<file path="src/rtl/eag_pkg.sv">
package eag_pkg;
  localparam int ADDR_W  = 24;
  localparam int WORD_W  = 16;
  localparam int BYTE_W  = 8;
  localparam int PTR_MAX = 3;
  localparam int IDX_W   = $clog2(PTR_MAX);

  typedef enum logic [3:0] {
    M_DIRECT = 4'd0, M_ABS = 4'd1, M_ABS_LONG = 4'd2, M_DIR_X = 4'd3,
    M_DIR_Y = 4'd4, M_DIR_IND = 4'd5, M_DIR_IND_LONG = 4'd6, M_DIR_X_IND = 4'd7,
    M_DIR_IND_Y = 4'd8, M_DIR_IND_LONG_Y = 4'd9, M_STACK = 4'd10,
    M_STACK_IND_Y = 4'd11, M_PC_REL8 = 4'd12, M_PC_REL16 = 4'd13,
    M_ABS_X = 4'd14, M_ABS_Y = 4'd15
  } modeT;

  typedef struct packed {
    logic             load;     // capture inputs
    logic             capture;  // store returned pointer byte
    logic [IDX_W-1:0] byteIdx;  // current pointer byte
    logic             finish;   // form final address
  } strobeT;

  function automatic logic isIndirect(modeT m);
    return m inside {M_DIR_IND, M_DIR_IND_LONG, M_DIR_X_IND, M_DIR_IND_Y,
                     M_DIR_IND_LONG_Y, M_STACK_IND_Y};
  endfunction

  function automatic logic isLong(modeT m);
    return m inside {M_DIR_IND_LONG, M_DIR_IND_LONG_Y};
  endfunction

  function automatic logic isLateIndexed(modeT m);
    return m inside {M_DIR_IND_Y, M_DIR_IND_LONG_Y, M_STACK_IND_Y, M_ABS_X, M_ABS_Y};
  endfunction

  function automatic logic [IDX_W-1:0] lastByte(modeT m);
    return isLong(m) ? IDX_W'(PTR_MAX - 1) : IDX_W'(PTR_MAX - 2);
  endfunction
endpackage

</file>
<file path="src/rtl/eag_control.sv">
module eag_control
  import eag_pkg::*;
(
  input  logic   clk,
  input  logic   rstN,
  input  logic   start,
  input  modeT   modeIn,
  input  logic   memValid,
  output strobeT strobe,
  output logic   memReq,
  output logic   busy,
  output logic   done
);
  typedef enum logic [1:0] {S_IDLE, S_FETCH, S_FINISH} stateT;

  stateT            state;
  modeT             curMode;
  logic [IDX_W-1:0] byteCnt;

  always_comb begin
    strobe         = '0;
    strobe.byteIdx = byteCnt;
    strobe.load    = start && (state == S_IDLE);
    strobe.capture = (state == S_FETCH) && memValid;
    strobe.finish  = (state == S_FINISH);
  end

  assign memReq = (state == S_FETCH);
  assign busy   = (state != S_IDLE);

  always_ff @(posedge clk or negedge rstN) begin
    if (!rstN) begin
      state   <= S_IDLE;
      curMode <= M_DIRECT;
      byteCnt <= '0;
      done    <= 1'b0;
    end else begin
      done <= (state == S_FINISH);
      unique case (state)
        S_IDLE: if (start) begin
          curMode <= modeIn;
          byteCnt <= '0;
          state   <= isIndirect(modeIn) ? S_FETCH : S_FINISH;
        end
        S_FETCH: if (memValid) begin
          if (byteCnt == lastByte(curMode)) state <= S_FINISH;
          else byteCnt <= byteCnt + 1'b1;
        end
        S_FINISH: state <= S_IDLE;
        default:  state <= S_IDLE;
      endcase
    end
  end

  // the result strobe never stretches
  p_done_pulse_r11: assert property (@(posedge clk) disable iff (!rstN)
    done |=> !done);
  // a pending request is held until answered
  p_hold_req_r5: assert property (@(posedge clk) disable iff (!rstN)
    memReq && !memValid |=> memReq);
  // modes without a pointer never touch memory
  p_no_req_direct_r2: assert property (@(posedge clk) disable iff (!rstN)
    busy && !isIndirect(curMode) |-> !memReq);
endmodule

</file>
<file path="src/rtl/eag_datapath.sv">
module eag_datapath
  import eag_pkg::*;
(
  input  logic              clk,
  input  logic              rstN,
  input  strobeT            strobe,
  input  modeT              modeIn,
  input  logic [ADDR_W-1:0] operand,
  input  logic [WORD_W-1:0] regD,
  input  logic [BYTE_W-1:0] regDbr,
  input  logic [BYTE_W-1:0] regPbr,
  input  logic [WORD_W-1:0] regPc,
  input  logic [WORD_W-1:0] regS,
  input  logic [WORD_W-1:0] regX,
  input  logic [WORD_W-1:0] regY,
  input  logic [BYTE_W-1:0] memRdata,
  output logic [ADDR_W-1:0] memAddr,
  output logic [ADDR_W-1:0] effAddr,
  output logic              pageCrossed
);
  localparam int BANK_W = ADDR_W - WORD_W;

  modeT              modeQ;
  logic [ADDR_W-1:0] opQ;
  logic [WORD_W-1:0] dQ, pcQ, sQ, xQ, yQ;
  logic [BYTE_W-1:0] dbrQ, pbrQ;
  logic [BYTE_W-1:0] ptrQ [PTR_MAX];

  logic [WORD_W-1:0] dirAddr, stackAddr, ptrBase, ptrWord, indexVal;
  logic [BYTE_W-1:0] ptrBank;
  logic [ADDR_W-1:0] baseAddr, indexedAddr, finalAddr;
  logic              crossNow;

  always_ff @(posedge clk or negedge rstN) begin
    if (!rstN) begin
      modeQ <= M_DIRECT; opQ <= '0; dQ <= '0; pcQ <= '0; sQ <= '0;
      xQ <= '0; yQ <= '0; dbrQ <= '0; pbrQ <= '0;
    end else if (strobe.load) begin
      modeQ <= modeIn; opQ <= operand; dQ <= regD; pcQ <= regPc; sQ <= regS;
      xQ <= regX; yQ <= regY; dbrQ <= regDbr; pbrQ <= regPbr;
    end
  end

  always_ff @(posedge clk or negedge rstN) begin
    if (!rstN) begin
      for (int i = 0; i < PTR_MAX; i++) ptrQ[i] <= '0;
    end else if (strobe.capture) begin
      for (int i = 0; i < PTR_MAX; i++)
        if (strobe.byteIdx == IDX_W'(i)) ptrQ[i] <= memRdata;
    end
  end

  assign dirAddr   = dQ + WORD_W'(opQ[BYTE_W-1:0]);
  assign stackAddr = sQ + WORD_W'(opQ[BYTE_W-1:0]);

  always_comb begin
    unique case (modeQ)
      M_DIR_X_IND:   ptrBase = dirAddr + xQ;
      M_STACK_IND_Y: ptrBase = stackAddr;
      default:       ptrBase = dirAddr;
    endcase
  end

  // pointer bytes always live in bank 0, wrapping inside it
  assign memAddr  = {BANK_W'(0), ptrBase + WORD_W'(strobe.byteIdx)};
  assign ptrWord  = {ptrQ[1], ptrQ[0]};
  assign ptrBank  = isLong(modeQ) ? ptrQ[PTR_MAX-1] : dbrQ;
  assign indexVal = (modeQ == M_ABS_X) ? xQ : yQ;

  always_comb begin
    if (modeQ inside {M_ABS_X, M_ABS_Y}) baseAddr = {dbrQ, opQ[WORD_W-1:0]};
    else                                 baseAddr = {ptrBank, ptrWord};
  end

  assign indexedAddr = baseAddr + ADDR_W'(indexVal);
  assign crossNow    = isLateIndexed(modeQ) &&
                       (baseAddr[WORD_W-1:BYTE_W] != indexedAddr[WORD_W-1:BYTE_W]);

  always_comb begin
    unique case (modeQ)
      M_DIRECT:   finalAddr = {BANK_W'(0), dirAddr};
      M_ABS:      finalAddr = {dbrQ, opQ[WORD_W-1:0]};
      M_ABS_LONG: finalAddr = opQ;
      M_DIR_X:    finalAddr = {BANK_W'(0), dirAddr + xQ};
      M_DIR_Y:    finalAddr = {BANK_W'(0), dirAddr + yQ};
      M_DIR_IND, M_DIR_IND_LONG, M_DIR_X_IND:
                  finalAddr = {ptrBank, ptrWord};
      M_STACK:    finalAddr = {BANK_W'(0), stackAddr};
      M_PC_REL8:  finalAddr = {pbrQ, pcQ + {{(WORD_W-BYTE_W){opQ[BYTE_W-1]}}, opQ[BYTE_W-1:0]}};
      M_PC_REL16: finalAddr = {pbrQ, pcQ + opQ[WORD_W-1:0]};
      default:    finalAddr = indexedAddr;
    endcase
  end

  always_ff @(posedge clk or negedge rstN) begin
    if (!rstN) begin
      effAddr     <= '0;
      pageCrossed <= 1'b0;
    end else begin
      pageCrossed <= strobe.finish && crossNow;
      if (strobe.finish) effAddr <= finalAddr;
    end
  end

  // the flag only ever belongs to a mode that indexes after the base
  p_flag_mode_r10: assert property (@(posedge clk) disable iff (!rstN)
    pageCrossed |-> isLateIndexed(modeQ));
endmodule

</file>
<file path="src/rtl/ea_gen.sv">
module ea_gen
  import eag_pkg::*;
(
  input  logic        clk,
  input  logic        rstN,
  input  logic        start,
  input  logic [3:0]  mode,
  input  logic [23:0] operand,
  input  logic [15:0] regD,
  input  logic [7:0]  regDbr,
  input  logic [7:0]  regPbr,
  input  logic [15:0] regPc,
  input  logic [15:0] regS,
  input  logic [15:0] regX,
  input  logic [15:0] regY,
  output logic        memReq,
  output logic [23:0] memAddr,
  input  logic [7:0]  memRdata,
  input  logic        memValid,
  output logic        busy,
  output logic        done,
  output logic [23:0] effAddr,
  output logic        pageCrossed
);
  strobeT strobe;
  modeT   modeSel;

  assign modeSel = modeT'(mode);

  eag_control u_control (
    .clk(clk), .rstN(rstN), .start(start), .modeIn(modeSel),
    .memValid(memValid), .strobe(strobe), .memReq(memReq),
    .busy(busy), .done(done)
  );

  eag_datapath u_datapath (
    .clk(clk), .rstN(rstN), .strobe(strobe), .modeIn(modeSel),
    .operand(operand), .regD(regD), .regDbr(regDbr), .regPbr(regPbr),
    .regPc(regPc), .regS(regS), .regX(regX), .regY(regY),
    .memRdata(memRdata), .memAddr(memAddr), .effAddr(effAddr),
    .pageCrossed(pageCrossed)
  );

  // address of a pending pointer read does not move
  p_addr_stable_r5: assert property (@(posedge clk) disable iff (!rstN)
    memReq && !memValid |=> $stable(memAddr));
  // flag appears only together with the result strobe
  p_flag_with_done_r10: assert property (@(posedge clk) disable iff (!rstN)
    pageCrossed |-> done);
endmodule

</file>
<file path="config.mk">
export PLATFORM = sky130hd
export DESIGN_NAME = ea_gen
export DESIGN_NICKNAME = d
export VERILOG_FILES = /design/src/rtl/eag_pkg.sv /design/src/rtl/eag_control.sv /design/src/rtl/eag_datapath.sv /design/src/rtl/ea_gen.sv
export SDC_FILE = /design/constraint.sdc
export NUM_CORES = 1
export LEC_CHECK = 0
export CELL_PAD_IN_SITES_DETAIL_PLACEMENT = 1
export CELL_PAD_IN_SITES_GLOBAL_PLACEMENT = 2
export CORE_MARGIN = 2
export CORE_UTILIZATION = 36
export CTS_BUF_LIST = sky130_fd_sc_hd__clkbuf_8
export CTS_CLUSTER_SIZE = 40
export DETAILED_ROUTE_END_ITERATION = 10
export GPL_ROUTABILITY_DRIVEN = 0
export MAX_ROUTING_LAYER = met4
export PLACE_DENSITY = 0.8
export SKIP_CTS_REPAIR_TIMING = 1
export SYNTH_ARGS = -nofsm -noshare
export SYNTH_HDL_FRONTEND = slang
export SYNTH_SLANG_ARGS = --single-unit
</file>
<file path="constraint.sdc">
create_clock -name clk -period 6.1 [get_ports clk]
set_clock_uncertainty 0.15 [all_clocks]
set_input_delay 0.915 -clock clk [delete_from_list [all_inputs] [get_ports clk]]
set_output_delay 0.915 -clock clk [all_outputs]
set_load 0.02 [all_outputs]
</file>
==> impl_metrics.json, run 1 <==
{
  "crit_fanout": 3,
  "synthSimpleGateAreaFrac_pct": 11.9,
  "grt_usage_pct": 25.4,
  "layout-drive-gt1-share_pct": 21.3,
  "hold-worst-slack_ps": 283,
  "synth_top_family_by_area": "compound AO/OA/AOI/OAI gates",
  "io_pins": 188,
  "finalSetupViolations": 0,
  "ys_async_sr_fraction_pct": 100,
  "synthMuxAreaShare_pct": 16.1,
  "die_h_um": 194,
  "yosysTopAreaCellShare_pct": 34.2,
  "clk_latency_ps": 530,
  "hold_viol": 0,
  "synth_area_leaders": "dfrtp_1 34%, mux2_2 15%, ha_1 8.1%",
  "finalCoreUtilization_pct": 45.3,
  "die_x_um": 194,
  "wl_per_cell_um": 23.6,
  "synth-adder-area-share_pct": 9.14,
  "worstSetupPathType": "flop to output port",
  "fin_crit_ps": 5970,
  "clock-sinks": 178,
  "path_cells": "ha_2 > fa_2 > a211oi_2 > o21ai_2 > buf_4 > o311a_1 > xor2_2 > ha_4 > nand3_1 > a211oi_1 > a21boi_4 > nor3_1 > nor3_2 > o32ai_2 > buf_4 > nor4_2 > xnor2_1 > dlymetal6s2s_1",
  "finalCritPeriodShare_pct": 97.8,
  "synth_common_cells": "178 x dfrtp_1, 176 x mux2_2, 84 x ha_1",
  "synth_most_common_cell": "dfrtp_1",
  "start_util_pct": 36.6,
  "synth.avg_cell_area_um2": 10.0,
  "cp_slowest_stage_delay_ps": 400,
  "postRouteAntennaNets": 0,
  "slew-limit-headroom_pct": 37.9,
  "grt_overflow": 0,
  "synth-edff-count": 0,
  "fin_nets": 1730,
  "hpwl_um": 36500,
  "tightest_slew_ps": 930,
  "drv_slew": 0,
  "tns_ps": 0,
  "port_buffers": 179,
  "ys_ff_latch": 178,
  "path_clk_slew_ps": 120,
  "status": "finished, final reports clean",
  "die_area_um2": 37700,
  "required_ps": 5030,
  "avgViaCountPerCell": 5.75,
  "synthToLayoutAreaGrowth_pct": 23.6,
  "synth_top_area_cell": "dfrtp_1",
  "cts_tree": "built",
  "core_um2": 35600,
  "path_common_cell": "buf_4",
  "drc": 0,
  "synth_cells": 1304,
  "syn_area_um2": 13000,
  "crit_slowest_cell": "dfrtp_1",
  "yosysUniqueCellTypes": 87,
  "cp-end-kind": "output port",
  "drtIter0Drc": 645,
  "grt_max_degree": 101,
  "dpl-instance-area_um2": 15500,
  "rows": 69,
  "synth_compound_area_share_pct": 18.7,
  "yosysSeqAreaShare_pct": 34.2,
  "synth-warning-count": 0,
  "dr.pass1.iters": 5,
  "grt_pass1_wl_um": 70800,
  "maxCapViolCount": 0,
  "routed_wl_um": 46700,
  "antenna_found_initial": 2,
  "hold_path.class": "input port to asynchronous set/reset pin",
  "cp.arrival_ps": 4900,
  "cts_made_buffers": 17,
  "n_fill_cell": 4011,
  "final_area_um2": 16100,
  "vias": 11400,
  "startpoint_type": "flop",
  "synthXorXnorAreaFrac_pct": 6.95,
  "synthFlopType": "dfrtp_1",
  "fmax_mhz": 168,
  "htree_levels": 4,
  "cts_root_buffer": "clkbuf_8",
  "grt_pass1_vias": 11700,
  "cts_buffer_depth": 2
}
[final timing paths]
check	start	to	slack, ps	cells after the start
max	u_datapath.dQ[0]	memAddr[12]	130	18
min	rstN	u_datapath.dQ[1]	280	1
max reg2reg	u_control.curMode[0]	u_datapath.effAddr[22]	1050	16
min reg2reg	u_control.state[1]	u_control.state[1]	340	1
max in group asynchronous	rstN	u_datapath.dQ[14]	4320	2
min in group clk	u_control.state[1]	u_control.state[1]	340	1
[through the flow]
step	setup WS [ps]	instances
floorplan	832	1311
global placement	50.9	1937
detailed placement	-30.8	1937
CTS	-676	1968
global route	-110	1978
finish	133	1978
[final cells by class]
class	instances	area, um2	share of cell area (%)
diodes	2	5.00	0.0311
clock buffers	18	248	1.54
clock inverters	13	114	0.707
inverters	32	120	0.745
multi-input cells	1044	8420	52.2
flip-flops and latches	178	4450	27.6
well taps	461	577	3.58
repair buffers	230	2180	13.5
[cells in the final DEF (no fill, tap or decap), drive strengths merged, types with 38 or more instances in the layout]
cell,netlist,layout
buf,19,54
xor2,44,44
dfrtp,178,178
inv,31,38
ha,84,84
xnor2,55,55
o21ai,67,67
clkdlybuf4s50,0,171
nor2,84,84
a21oi,73,73
nand2,82,82
mux2,176,176
[registers in the layout (all words and copies together), names as in the netlist]
name / cells
u_control.byteCnt: 2
u_control.curMode: 4
u_control.done: 1
u_control.state: 2
u_datapath.dQ: 16
u_datapath.dbrQ: 8
u_datapath.effAddr: 24
u_datapath.opQ: 24
u_datapath.pageCrossed: 1
u_datapath.pbrQ: 8
u_datapath.pcQ: 16
u_datapath.ptrQ: 24
u_datapath.sQ: 16
u_datapath.xQ: 16
u_datapath.yQ: 16
[layer usage]
metal,up-vias,global-route usage (%),share of wire [%]
li1,5256,-,-
met1,5758,35.2,48
met2,301,37.9,45
met3,64,4.16,4.4
met4,0,7.77,2.6
met5,-,-,0
[cell families after synthesis]
logic type	after synthesis
adder cells (fa/ha/maj)	91
XOR/XNOR	100
buffers and inverters	89
flip-flops	178
multiplexers	188
other	1
AND/OR/NAND/NOR	312
AO/OA/AOI/OAI	345
[critical path: cells and delay by family (launching register included)]
family                   cells  cell delay, ps
buffers and inverters        3             590
AO/OA/AOI/OAI                6            1380
AND/OR/NAND/NOR              4             710
adder cells (fa/ha/maj)      3             910
XOR/XNOR                     2             380
flip-flops                   1             400
Power of run 1 is left out: the tool's default activity adds up to more than one toggle a clock period on the data nets, which glitch-free logic cannot reach.
==> run 2: changes to the inputs <==
--- a/config.mk
+++ b/config.mk
@@ -16,6 +16,7 @@
 export MAX_ROUTING_LAYER = met4
 export PLACE_DENSITY = 0.8
 export SKIP_CTS_REPAIR_TIMING = 1
+export SLEW_MARGIN = 30
 export SYNTH_ARGS = -nofsm -noshare
 export SYNTH_HDL_FRONTEND = slang
 export SYNTH_SLANG_ARGS = --single-unit
==> results of run 2 <==
The final DEF is identical to that of run 1; final timing and power are the same.
Power of run 2 is left out for the same reason.
==> run 3: changes to the inputs <==
--- a/config.mk
+++ b/config.mk
@@ -5,10 +5,10 @@
 export SDC_FILE = /design/constraint.sdc
 export NUM_CORES = 1
 export LEC_CHECK = 0
-export CELL_PAD_IN_SITES_DETAIL_PLACEMENT = 1
-export CELL_PAD_IN_SITES_GLOBAL_PLACEMENT = 2
+export CELL_PAD_IN_SITES_DETAIL_PLACEMENT = 0
+export CELL_PAD_IN_SITES_GLOBAL_PLACEMENT = 1
 export CORE_MARGIN = 2
-export CORE_UTILIZATION = 36
+export CORE_UTILIZATION = 44
 export CTS_BUF_LIST = sky130_fd_sc_hd__clkbuf_8
 export CTS_CLUSTER_SIZE = 40
 export DETAILED_ROUTE_END_ITERATION = 10
==> run 3 against run 2 <==
Effect of this change:
- register-to-register slack lost 160 ps
- die area shrank 18%
- clock-buffer cell count down 1
- worst setup slack better by 47 ps
- highest routed layer unchanged
==> impl_metrics.json, run 3 (synthesis gave the netlist of run 1 again) <==
{
  "status": "finished, final reports clean",
  "drv_slew": 0,
  "final_area_um2": 15900,
  "final_cell_mix": "178 x dfrtp_1, 176 x mux2_2, 172 x clkdlybuf4s50_1",
  "finalCritPeriodShare_pct": 97.0,
  "clock-sinks": 178,
  "antenna_cells": 0,
  "cts_buffer_depth": 2,
  "start_util_pct": 44.3,
  "dpl-instance-area_um2": 15400,
  "cts_made_buffers": 17,
  "die_area_um2": 31000,
  "startpoint_type": "flop",
  "layout-drive-gt1-share_pct": 20.7,
  "path_clk_slew_ps": 100,
  "grt_max_degree": 112,
  "maxCapViolCount": 0,
  "grt_overflow": 0,
  "cts_tree": "built",
  "grt_pass1_vias": 10700,
  "grt_usage_pct": 27.4,
  "cts_root_buffer": "clkbuf_8",
  "drtIter0Drc": 1010,
  "r2r_start": "u_control.curMode[2]",
  "htree_levels": 4,
  "biggestRegsByFlops": "u_datapath.effAddr x24, u_datapath.opQ x24, u_datapath.ptrQ x24",
  "critPathLaunch": "u_datapath.dQ[0]",
  "n_fill_cell": 2656,
  "core_um2": 29400,
  "hold_path.class": "input port to asynchronous set/reset pin",
  "cp-end-kind": "output port",
  "tightest_slew_ps": 874,
  "synthToLayoutAreaGrowth_pct": 22.1,
  "wl_per_cell_um": 21.9,
  "crit_fanout": 3,
  "hold_viol": 0,
  "rrSetupSlack_ps": 890,
  "clk_latency_ps": 510,
  "routed_wl_um": 41500,
  "avgViaCountPerCell": 5.94,
  "fin_nets": 1718,
  "vias": 11300,
  "dr.pass1.iters": 8,
  "antenna_found_initial": 0,
  "rows": 63,
  "port_buffers": 179,
  "die_x_um": 176,
  "grt_pass1_wl_um": 62500,
  "hpwl_um": 32000,
  "fmax_mhz": 169,
  "cp.arrival_ps": 4850,
  "postRouteAntennaNets": 0,
  "die_h_um": 176,
  "hold-worst-slack_ps": 329,
  "fin_crit_ps": 5920,
  "finalCoreUtilization_pct": 54.1,
  "ff2ff_path_depth": 15,
  "io_pins": 188,
  "worstSetupPathType": "flop to output port",
  "final_common_cell": "dfrtp_1",
  "drc": 0,
  "slew-limit-headroom_pct": 41.6,
  "finalSetupViolations": 0,
  "required_ps": 5030,
  "rsz0062_at_grt": "true"
}
run 3: cell count changes in the layout (fill, tap and decap cells not counted), moves of 3 or more:
cell	change
buf_4	-11
inv_6	+4
inv_1	-3
inv_8	+3
run 3: per-stage QoR:
step | worst slack, ps | std cells | setup TNS (ps)
2_1_floorplan | 832 | 1311 | 0
3_3_place_gp | 152 | 1858 | 0
3_5_place_dp | 48.6 | 1858 | 0
4_1_cts | -505 | 1890 | -2390
5_1_grt | -45.7 | 1894 | -75.5
6_report | 181 | 1894 | 0
run 3: cell type report:
cell class | count | area [um2] | area share (%)
repair buffers | 218 | 2080 | 13.1
clock buffers | 17 | 234 | 1.47
multi-input cells | 1044 | 8380 | 52.6
well taps | 390 | 488 | 3.07
inverters | 32 | 120 | 0.755
flip-flops and latches | 178 | 4450 | 28.0
clock inverters | 15 | 159 | 0.998
run 3: worst max-delay path, stage by stage, from the launching register on:
cell,delay (ps)
dfrtp_1,400
ha_1,250
fa_2,440
a211oi_2,190
o21ai_1,130
buf_4,170
o311a_1,340
xor2_2,180
ha_1,340
nand3_1,100
a211oi_1,220
a21boi_2,260
nor3_1,100
nor3_2,210
o32ai_2,160
buf_4,170
nor4_1,290
xnor2_1,190
clkbuf_2,210
run 3: path summary, 6_finish.rpt:
kind | to
setup / recovery | memAddr[12]
hold / removal | u_datapath.opQ[7]
setup reg to reg | u_datapath.effAddr[18]
hold reg to reg | u_control.state[1]
max in group asynchronous | u_datapath.sQ[10]
min in group clk | u_control.state[1]
run 3: routing by layer:
metal	share of wire, %	vias to the layer above	wire [um]	track usage, %
li1	-	5225	-	-
met2	45	435	18600	41.4
met1	46	5515	19200	38.1
met5	0	-	0	-
met4	2.6	0	1070	8.06
met3	6.5	80	2690	4.33
Power of run 3 is left out for the same reason.
